<file path="config.mk">
export PLATFORM = sky130hd
export DESIGN_NAME = cmd_seq
export DESIGN_NICKNAME = d
export VERILOG_FILES = /design/src/rtl/cmd_seq_pkg.sv /design/src/rtl/cmd_seq_hdr_dec.sv /design/src/rtl/cmd_seq_meth_gen.sv /design/src/rtl/cmd_seq.sv
export SDC_FILE = /design/constraint.sdc
export NUM_CORES = 1
export LEC_CHECK = 0
export BUFFER_PORTS_ARGS = -buffer_cell sky130_fd_sc_hd__buf_2
export CORE_MARGIN = 4
export CORE_UTILIZATION = 55
export DETAILED_ROUTE_END_ITERATION = 8
export PLACE_DENSITY = 0.77
export REMOVE_ABC_BUFFERS = 1
export SYNTH_ARGS = -nofsm -noshare
export SYNTH_HDL_FRONTEND = slang
export SYNTH_HIERARCHICAL = 1
export SYNTH_SLANG_ARGS = --single-unit
export TNS_END_PERCENT = 1
</file>
<file path="constraint.sdc">
create_clock -name clk -period 4.82 [get_ports clk]
set_input_delay 1.446 -clock clk [delete_from_list [all_inputs] [get_ports clk]]
set_output_delay 1.446 -clock clk [all_outputs]
set_load 0.03 [all_outputs]
</file>
<file path="src/rtl/cmd_seq_pkg.sv">
package cmd_seq_pkg;

    localparam int WORD_W   = 32;
    localparam int METHOD_W = 13;
    localparam int SUBCH_W  = 3;
    localparam int COUNT_W  = 13;
    localparam int MODE_W   = 3;

    typedef enum logic [MODE_W-1:0] {
        MODE_INC_OLD  = 3'd0,
        MODE_INC      = 3'd1,
        MODE_FIX_OLD  = 3'd2,
        MODE_FIX      = 3'd3,
        MODE_INLINE   = 3'd4,
        MODE_INC_ONCE = 3'd5
    } mode_e;

    typedef enum logic [1:0] {
        STEP_INC,
        STEP_FIX,
        STEP_ONCE
    } step_e;

    typedef enum logic [1:0] {
        ST_IDLE,
        ST_HDR,
        ST_ARG
    } state_e;

    typedef struct packed {
        logic [MODE_W-1:0]   mode;
        logic [COUNT_W-1:0]  count;
        logic [SUBCH_W-1:0]  subch;
        logic [METHOD_W-1:0] method;
    } hdr_t;

endpackage

</file>
<file path="src/rtl/cmd_seq_hdr_dec.sv">
module cmd_seq_hdr_dec
    import cmd_seq_pkg::*;
(
    input  logic [WORD_W-1:0]   word,
    output logic [METHOD_W-1:0] method,
    output logic [SUBCH_W-1:0]  subch,
    output logic [COUNT_W-1:0]  count,
    output step_e               step,
    output logic                is_inline,
    output logic                is_bad
);

    hdr_t hdr;

    always_comb begin
        hdr       = hdr_t'(word);
        method    = hdr.method;
        subch     = hdr.subch;
        count     = hdr.count;
        step      = STEP_FIX;
        is_inline = 1'b0;
        is_bad    = 1'b0;
        case (hdr.mode)
            MODE_INC_OLD, MODE_INC: step = STEP_INC;
            MODE_FIX_OLD, MODE_FIX: step = STEP_FIX;
            MODE_INLINE:            is_inline = 1'b1;
            MODE_INC_ONCE: begin
                step   = STEP_ONCE;
                is_bad = (hdr.count == '0);
            end
            default:                is_bad = 1'b1;
        endcase
    end

endmodule

</file>
<file path="src/rtl/cmd_seq_meth_gen.sv">
module cmd_seq_meth_gen
    import cmd_seq_pkg::*;
(
    input  step_e               step,
    input  logic [METHOD_W-1:0] base,
    input  logic [COUNT_W-1:0]  idx,
    output logic [METHOD_W-1:0] method
);

    localparam logic [METHOD_W-1:0] ONE_M = 1;

    always_comb begin
        case (step)
            STEP_INC:  method = base + METHOD_W'(idx);
            STEP_ONCE: method = (idx == '0) ? base : base + ONE_M;
            default:   method = base;
        endcase
    end

endmodule

</file>
<file path="src/rtl/cmd_seq.sv">
module cmd_seq
    import cmd_seq_pkg::*;
#(
    parameter int LEN_W = 16
) (
    input  logic                clk,
    input  logic                rst_n,
    input  logic                start,
    input  logic [LEN_W-1:0]    list_len,
    input  logic                in_valid,
    output logic                in_ready,
    input  logic [WORD_W-1:0]   in_data,
    output logic                wr_valid,
    input  logic                wr_ready,
    output logic [METHOD_W-1:0] wr_method,
    output logic [SUBCH_W-1:0]  wr_subch,
    output logic [WORD_W-1:0]   wr_data,
    output logic [COUNT_W-1:0]  wr_remain,
    output logic                busy,
    output logic                err_mode,
    output logic                err_trunc
);

    localparam logic [LEN_W-1:0]   ONE_L = 1;
    localparam logic [COUNT_W-1:0] ONE_C = 1;
    localparam int                 PAD_W = WORD_W - COUNT_W;

    typedef struct packed {
        state_e              st;
        logic [LEN_W-1:0]    left;
        logic [METHOD_W-1:0] base;
        logic [SUBCH_W-1:0]  subch;
        step_e               step;
        logic [COUNT_W-1:0]  cnt;
        logic [COUNT_W-1:0]  idx;
        logic                o_vld;
        logic [METHOD_W-1:0] o_meth;
        logic [SUBCH_W-1:0]  o_subch;
        logic [WORD_W-1:0]   o_data;
        logic [COUNT_W-1:0]  o_rem;
        logic                e_mode;
        logic                e_trunc;
    } seq_t;

    seq_t seq_d, seq_q;

    logic [METHOD_W-1:0] dec_method;
    logic [SUBCH_W-1:0]  dec_subch;
    logic [COUNT_W-1:0]  dec_count;
    step_e               dec_step;
    logic                dec_inline;
    logic                dec_bad;
    logic [METHOD_W-1:0] gen_method;
    logic                slot_free;
    logic                take;

    cmd_seq_hdr_dec u_dec (
        .word      (in_data),
        .method    (dec_method),
        .subch     (dec_subch),
        .count     (dec_count),
        .step      (dec_step),
        .is_inline (dec_inline),
        .is_bad    (dec_bad)
    );

    cmd_seq_meth_gen u_gen (
        .step   (seq_q.step),
        .base   (seq_q.base),
        .idx    (seq_q.idx),
        .method (gen_method)
    );

    always_comb begin
        slot_free = !seq_q.o_vld || wr_ready;
        in_ready  = slot_free && (seq_q.left != '0) &&
                    (seq_q.st == ST_HDR || seq_q.st == ST_ARG);
        take      = in_valid && in_ready;

        seq_d = seq_q;
        if (seq_q.o_vld && wr_ready) begin
            seq_d.o_vld = 1'b0;
        end

        case (seq_q.st)
            ST_IDLE: begin
                if (start && !seq_q.o_vld) begin
                    seq_d.left    = list_len;
                    seq_d.e_mode  = 1'b0;
                    seq_d.e_trunc = 1'b0;
                    seq_d.st      = (list_len == '0) ? ST_IDLE : ST_HDR;
                end
            end
            ST_HDR: begin
                if (seq_q.left == '0) begin
                    seq_d.st = ST_IDLE;
                end else if (take) begin
                    seq_d.left = seq_q.left - ONE_L;
                    if (dec_bad) begin
                        seq_d.e_mode = 1'b1;
                    end else if (dec_inline) begin
                        seq_d.o_vld   = 1'b1;
                        seq_d.o_meth  = dec_method;
                        seq_d.o_subch = dec_subch;
                        seq_d.o_data  = {{PAD_W{1'b0}}, dec_count};
                        seq_d.o_rem   = '0;
                    end else if (dec_count != '0) begin
                        seq_d.base  = dec_method;
                        seq_d.subch = dec_subch;
                        seq_d.step  = dec_step;
                        seq_d.cnt   = dec_count;
                        seq_d.idx   = '0;
                        seq_d.st    = ST_ARG;
                    end
                end
            end
            ST_ARG: begin
                if (seq_q.left == '0) begin
                    seq_d.e_trunc = 1'b1;
                    seq_d.st      = ST_IDLE;
                end else if (take) begin
                    seq_d.left    = seq_q.left - ONE_L;
                    seq_d.o_vld   = 1'b1;
                    seq_d.o_meth  = gen_method;
                    seq_d.o_subch = seq_q.subch;
                    seq_d.o_data  = in_data;
                    seq_d.o_rem   = seq_q.cnt - seq_q.idx - ONE_C;
                    seq_d.idx     = seq_q.idx + ONE_C;
                    if (seq_q.idx + ONE_C == seq_q.cnt) begin
                        seq_d.st = ST_HDR;
                    end
                end
            end
            default: seq_d.st = ST_IDLE;
        endcase
    end

    always_ff @(posedge clk or negedge rst_n) begin
        if (!rst_n) begin
            seq_q <= '0;
        end else begin
            seq_q <= seq_d;
        end
    end

    assign wr_valid  = seq_q.o_vld;
    assign wr_method = seq_q.o_meth;
    assign wr_subch  = seq_q.o_subch;
    assign wr_data   = seq_q.o_data;
    assign wr_remain = seq_q.o_rem;
    assign busy      = (seq_q.st != ST_IDLE) || seq_q.o_vld;
    assign err_mode  = seq_q.e_mode;
    assign err_trunc = seq_q.e_trunc;

    // a stalled write keeps every field unchanged
    a_r9_hold_stalled: assert property (@(posedge clk) disable iff (!rst_n)
        wr_valid && !wr_ready |=> wr_valid && $stable(wr_method) && $stable(wr_subch)
                                  && $stable(wr_data) && $stable(wr_remain));

    // truncation always leaves the sequencer idle and closed to input
    a_r8_trunc_idle: assert property (@(posedge clk) disable iff (!rst_n)
        $rose(err_trunc) |-> seq_q.st == ST_IDLE && !in_ready);

    // the mode error stays set until the next start
    a_r7_sticky: assert property (@(posedge clk) disable iff (!rst_n)
        err_mode && !start |=> err_mode);

    // a write with parameters still to come means the burst is open or was cut short
    a_r6_remain_open: assert property (@(posedge clk) disable iff (!rst_n)
        wr_valid && wr_remain != '0 |-> seq_q.st == ST_ARG || err_trunc);

    // no word is taken while idle
    a_r10_idle_closed: assert property (@(posedge clk) disable iff (!rst_n)
        !busy |-> !in_ready);

endmodule

</file>
==> results of run 1 <==
## worst reg2reg max path, delay by kind of cell (launching register included)
kind | cells | cell delay [ns]
AO/OA/AOI/OAI | 6 | 1.70
adder cells (fa/ha/maj) | 2 | 0.63
flip-flops | 1 | 0.50
XOR/XNOR | 1 | 0.17
buffers and inverters | 1 | 0.08
## cells by family (layout without fill, tap and decap cells)
family	after synthesis	count (layout)
AOI/OAI and AO/OA	237	237
xor gates and xnor gates	43	43
adders and majority gates	34	34
buffers and inverters	191	222
DFF	126	126
muxes	43	43
and+or+nand+nor	207	207
## layout make-up
cell class	count	area (um2)
repair buffers	128	706
fillers	1279	5700
clock inverters	12	144
multi-input cells	564	4140
inverters	62	233
well taps	184	230
flip-flops and latches	126	3150
clock buffers	20	447
## cell usage in the layout, fill, tap and decap left out, types with 20 or more instances in the layout
master	netlist	final
nand3_1	20	20
a21oi_1	40	40
xnor2_1	28	28
nand2_1	32	32
ha_1	32	32
buf_2	16	117
nor2_1	55	54
o21ai_1	35	35
o21ai_0	22	22
mux2_1	33	33
inv_1	60	60
a222oi_1	29	29
dfrtp_1	126	126
a22o_1	34	34
## metrics by stage
stage / std cells / power (W) / util / area [um2]
6_report: 1096 / 0.00623 / 0.613 / 9050
5_1_grt: 1096 / 0.00668 / 0.613 / 9050
4_1_cts: 1096 / 0.00623 / 0.613 / 9050
3_5_place_dp: 1064 / 0.00491 / 0.573 / 8460
3_3_place_gp: 1064 / 0.00485 / 0.573 / 8460
2_1_floorplan: 752 / 0.00405 / - / 7510
## final timing paths
| kind | from | end | slack [ns] |
|---|---|---|---|
| setup / recovery | seq_q[119]$_DFFE_PN0P_ | in_ready | 0.94 |
| hold / removal | seq_q[122]$_DFFE_PN0P_ | seq_q[122]$_DFFE_PN0P_ | 0.48 |
| setup reg to reg | seq_q[64]$_DFFE_PN0P_ | wr_remain[12]$_DFFE_PN0P_ | 1.64 |
| hold reg to reg | seq_q[122]$_DFFE_PN0P_ | seq_q[122]$_DFFE_PN0P_ | 0.48 |
| max in group asynchronous | rst_n | seq_q[87]$_DFFE_PN0P_ | 2.93 |
| min in group asynchronous | rst_n | wr_data[0]$_DFFE_PN0P_ | 1.07 |
## registers in the layout, indices dropped and copies added, names as in the netlist
name,count
wr_valid,1
wr_remain,13
wr_subch,3
wr_method,13
err_trunc,1
err_mode,1
seq_q,62
wr_data,32
## metal layers
metal	track usage	vias up	wire length, um
met1	0.320	3265	8870
met2	0.366	236	9360
met4	0.0788	0	490
met5	0	-	0
li1	-	3168	-
met3	0.0638	35	1450
## power by group
group,switching (W),total [W],internal (W)
logic,0.00185,0.00306,0.00120
clock network,0.000475,0.00129,0.000820
registers,0.000405,0.00187,0.00147
total,0.00273,0.00623,0.00349
==> metrics.txt, run 1 <==
core area=14800 um2; ant diodes=0; cell count after synthesis=between 800 and 900; R2R depth=10; clock sink total=126; share of layout cells above drive strength 1=0.203; most numerous cell in the Yosys netlist=dfrtp_1; crit path capture type=output pin; share of flip-flops with an asynchronous set or reset=1.00; CTS Hold Bufs=0; ANT nets after route=0; Startpoint Class=flop; DR WL/cell=18.4 um; cts repair resizes=0; Layout area overhead=7.83%; initial antenna violation count=0; Seq/Total Area, Yosys=0.376; fin worst setup slack=0.940 ns; post-synth top area share=0.376; Routability Congestion=0.939; critical path required time=roughly 3.4 ns; min Tclk post-route=a little under 4 ns; Post-Synth Simple-Gate Area=0.135; FMAX=0.258 GHz; CP cell instances=or4_4 > and4bb_1 > and2_1 > inv_1 > and3_1 > buf_2; number of synthesized register bits=roughly 130; Final Cycle Share=0.805; root buf cell=clkbuf_16; drt total wl=20200 um; Total Routing Usage GR=0.235; nets@finish=slightly below 1000; CP Buf/Inv Count=2; Setup Slack @ Placement=0.961 ns; H-tree depth=4; Ports=between 100 and 150; Max-Cap Viols=0; number of global-route vias before repair=roughly 6400; worst rel slew slack=0.391; max incr delay on CP=0.59 ns; outcome=complete, no violations; total gr overflow=0; actual slew at the worst max-slew pin=0.913 ns; Die Span X=132 um; cell taking the most area after synthesis=dfrtp_1; global-route wire length before repair=33300 um; count of input and output buffers=about 120; synth unique cells=a little under 80; Setup TNS Final=0 ns; Initial Util=0.569; largest family of logic cells by synthesized area=compound AO/OA/AOI/OAI gates; DIE HEIGHT=132 um; vias per inst=a little over 6; Crit path max-delay family=simple AND/OR/NAND/NOR gates; Compound-Gate Fraction of Synth Area=0.203; Final setup viols=0; Rows=44; DRC Markers=0; Main synth FF type=dfrtp_1; Crit path arrival time=2.43 ns; final hold vios=0; Crit path depth=6; worst hold stages=1; RSZ-0062 raised after global routing=false; Max Slew Vio Count=0; mux cell area share after synthesis=0.0565; CP max-delay cell=or4_4; pin count of the biggest net entering global routing=71; cts bufs inserted=17; adder-cell area share of the yosys netlist=0.0525; DRT iter0 DRCs=between 600 and 700; hold crit path type=reg2reg; buffer depth of the longest clock path=2; via count=6704; CTS tree=yes; Clk Latency, worst-skew pair=0.42 ns; drt first pass iters=6; EDFF count, synth=0; Worst Path Max Fanout=7; Layout Skew=approximately 0.0054 ns; Yosys warning count=6; post-CTS setup buffer count=0; crit path kind=reg2out; Hold Worst Slack=0.485 ns; Synth area leaders=dfrtp_1, buf_4, ha_1; commonest cells in the netlist=dfrtp_1, buf_4, inv_1, nor2_1, a21oi_1; DP Wirelength=roughly 14000 um; Static Leak=4.34 nW; synthesized cell area=8390 um2; CTS clk-pin slew, worst paths=0.06 ns; Pwr Density=688 nW/um2; Post-Synth XOR/XNOR Area=0.0449; syn_area_per_cell=9.53 um2; maximum VDD drop=0.511 mV; Die Area=17300 um2
No activity file was read; power rests on OpenSTA's default activity.
==> run 2, diff against run 1 <==
CORE_UTILIZATION = 53   (was 55)
PLACE_DENSITY = 0.78   (was 0.77)
clock period = 3.2 ns   (was 4.82 ns; I/O delays follow)
==> metrics.txt, run 2 (synthesis gave the netlist of run 1 again) <==
outcome=complete, but fails checks; failing checks=DRC; worst rel slew slack=0.537; Crit path arrival time=2.19 ns; clock sink total=between 100 and 150; Total Routing Usage GR=0.246; initial antenna violation count=0; drt first pass iters=9; crit path launch=seq_q[119]$_DFFE_PN0P_; vias per inst=5.99; crit path capture type=output pin; CP max-delay cell=or4_4; drt total wl=21700 um; Ports=119; root buf cell=clkbuf_16; actual slew at the worst max-slew pin=0.692 ns; max incr delay on CP=0.55 ns; CP cell instances=or4_4 > and4bb_1 > and2_4 > inv_2 > and3_4 > buf_6; CTS tree=yes; multi-input logic area=slightly above 4000 um2; critical path required time=2.24 ns; Max-Cap Viols=0; CTS clk-pin slew, worst paths=0.06 ns; share of layout cells above drive strength 1=0.243; DR WL/cell=about 19 um; total gr overflow=0; Die Area=17900 um2; Final Cycle Share=0.984; CTS Hold Bufs=0; cts bufs inserted=17; maximum VDD drop=0.700 mV; buffer depth of the longest clock path=2; global-route wire length before repair=between 30000 and 40000 um; ANT nets after route=0; DIE HEIGHT=134 um; Setup Slack @ Placement=0.0483 ns; Max Slew Vio Count=0; Area after DPL=a little under 9000 um2; final hold vios=0; DRT iter0 DRCs=approximately 820; Final setup viols=0; ant diodes=0; Pwr Total=0.00994 W; Rows=45; count of input and output buffers=around 120; Pwr Density=1040 nW/um2; Static Leak=4.59 nW; post-layout instance area=9530 um2; pin count of the biggest net entering global routing=44; Layout area overhead=13.6%; commonest non-fill, non-tap cells in the layout=dfrtp_1, buf_2, inv_1; nets@finish=1030; Worst Path Max Fanout=3; max reg flops=62; commonest non-fill, non-tap cell in the layout=dfrtp_1; DRC Markers=10; FMAX=0.318 GHz; Die Span X=134 um; DP Wirelength=approximately 16000 um; largest reg by FF count=seq_q; Routability Congestion=approximately 0.97; Sequential Area=3150 um2; min Tclk post-route=around 3.1 ns; fin worst setup slack=0.0525 ns; Clk Latency, worst-skew pair=0.43 ns; Initial Util=0.546; hold crit path type=in2async; H-tree depth=4; crit path kind=reg2out; Layout Skew=0.0117 ns; core area=15400 um2; Hold Worst Slack=0.454 ns; Core Util, Final=0.620; Fillers=1271; via count=roughly 7000; reg2reg start=seq_q[65]$_DFFE_PN0P_; number of global-route vias before repair=6700; Startpoint Class=flop
-- run 2: changes by cell type in the layout (fill, tap and decap cells not counted), moves of 2 or more --
cell	before	now
buf_4	8	49
clkinv_2	6	0
clkinv_4	1	5
buf_12	3	6
bufinv_16	3	5
-- run 2: worst max-delay path, delay by kind of cell (launching register included) --
family / cells / cell delay, ns
buffers and inverters: 2 / 0.17
DFF: 1 / 0.39
and+or+nand+nor: 4 / 1.21
-- run 2: where the power goes --
| part | leakage (nW) | internal, W | switching [W] |
|---|---|---|---|
| Combinational | 2.64 | 0.00202 | 0.00301 |
| Sequential | 1.63 | 0.00221 | 0.000526 |
| Clock | 0.315 | 0.00141 | 0.000756 |
-- run 2: worst paths after layout --
path | slack (ns) | depth (start not counted) | end
max | 0.05 | 6 | in_ready
min | 0.45 | 1 | seq_q[119]$_DFFE_PN0P_
max reg2reg | 0.20 | 9 | seq_q[124]$_DFFE_PN0P_
min reg2reg | 0.49 | 2 | wr_method[8]$_DFFE_PN0P_
max in group asynchronous | 1.99 | 2 | seq_q[99]$_DFFE_PN0P_
min in group clk | 0.49 | 2 | wr_method[8]$_DFFE_PN0P_
-- run 2: through the flow --
step,TNS [ns],instances
floorplan,-12.85,752
global placement,0,1128
detailed placement,0,1128
CTS,0,1164
global route,-0.00458,1167
finish,0,1167
-- run 2: final cells by class --
type                       instances  area share
clock buffer                      20      0.0469
sequential                       126       0.331
clock inverter                    12      0.0221
tap                              211      0.0277
timing repair buffer             172       0.113
inverter                          62      0.0244
multi-input combinational        564       0.435
-- run 2: layer usage --
metal	global-route usage	vias up	part of all wire
li1	-	3261	-
met4	0.103	0	0.033
met1	0.319	3346	0.42
met5	0	-	0
met3	0.0581	52	0.078
met2	0.395	336	0.47
-- run 2: repair_timing --
action	in CTS	in global routing
pin swaps	2	2
setup endpoints to repair	1	1
resized for setup	4	1
hold endpoints to repair	0	0
setup buffers	4	3
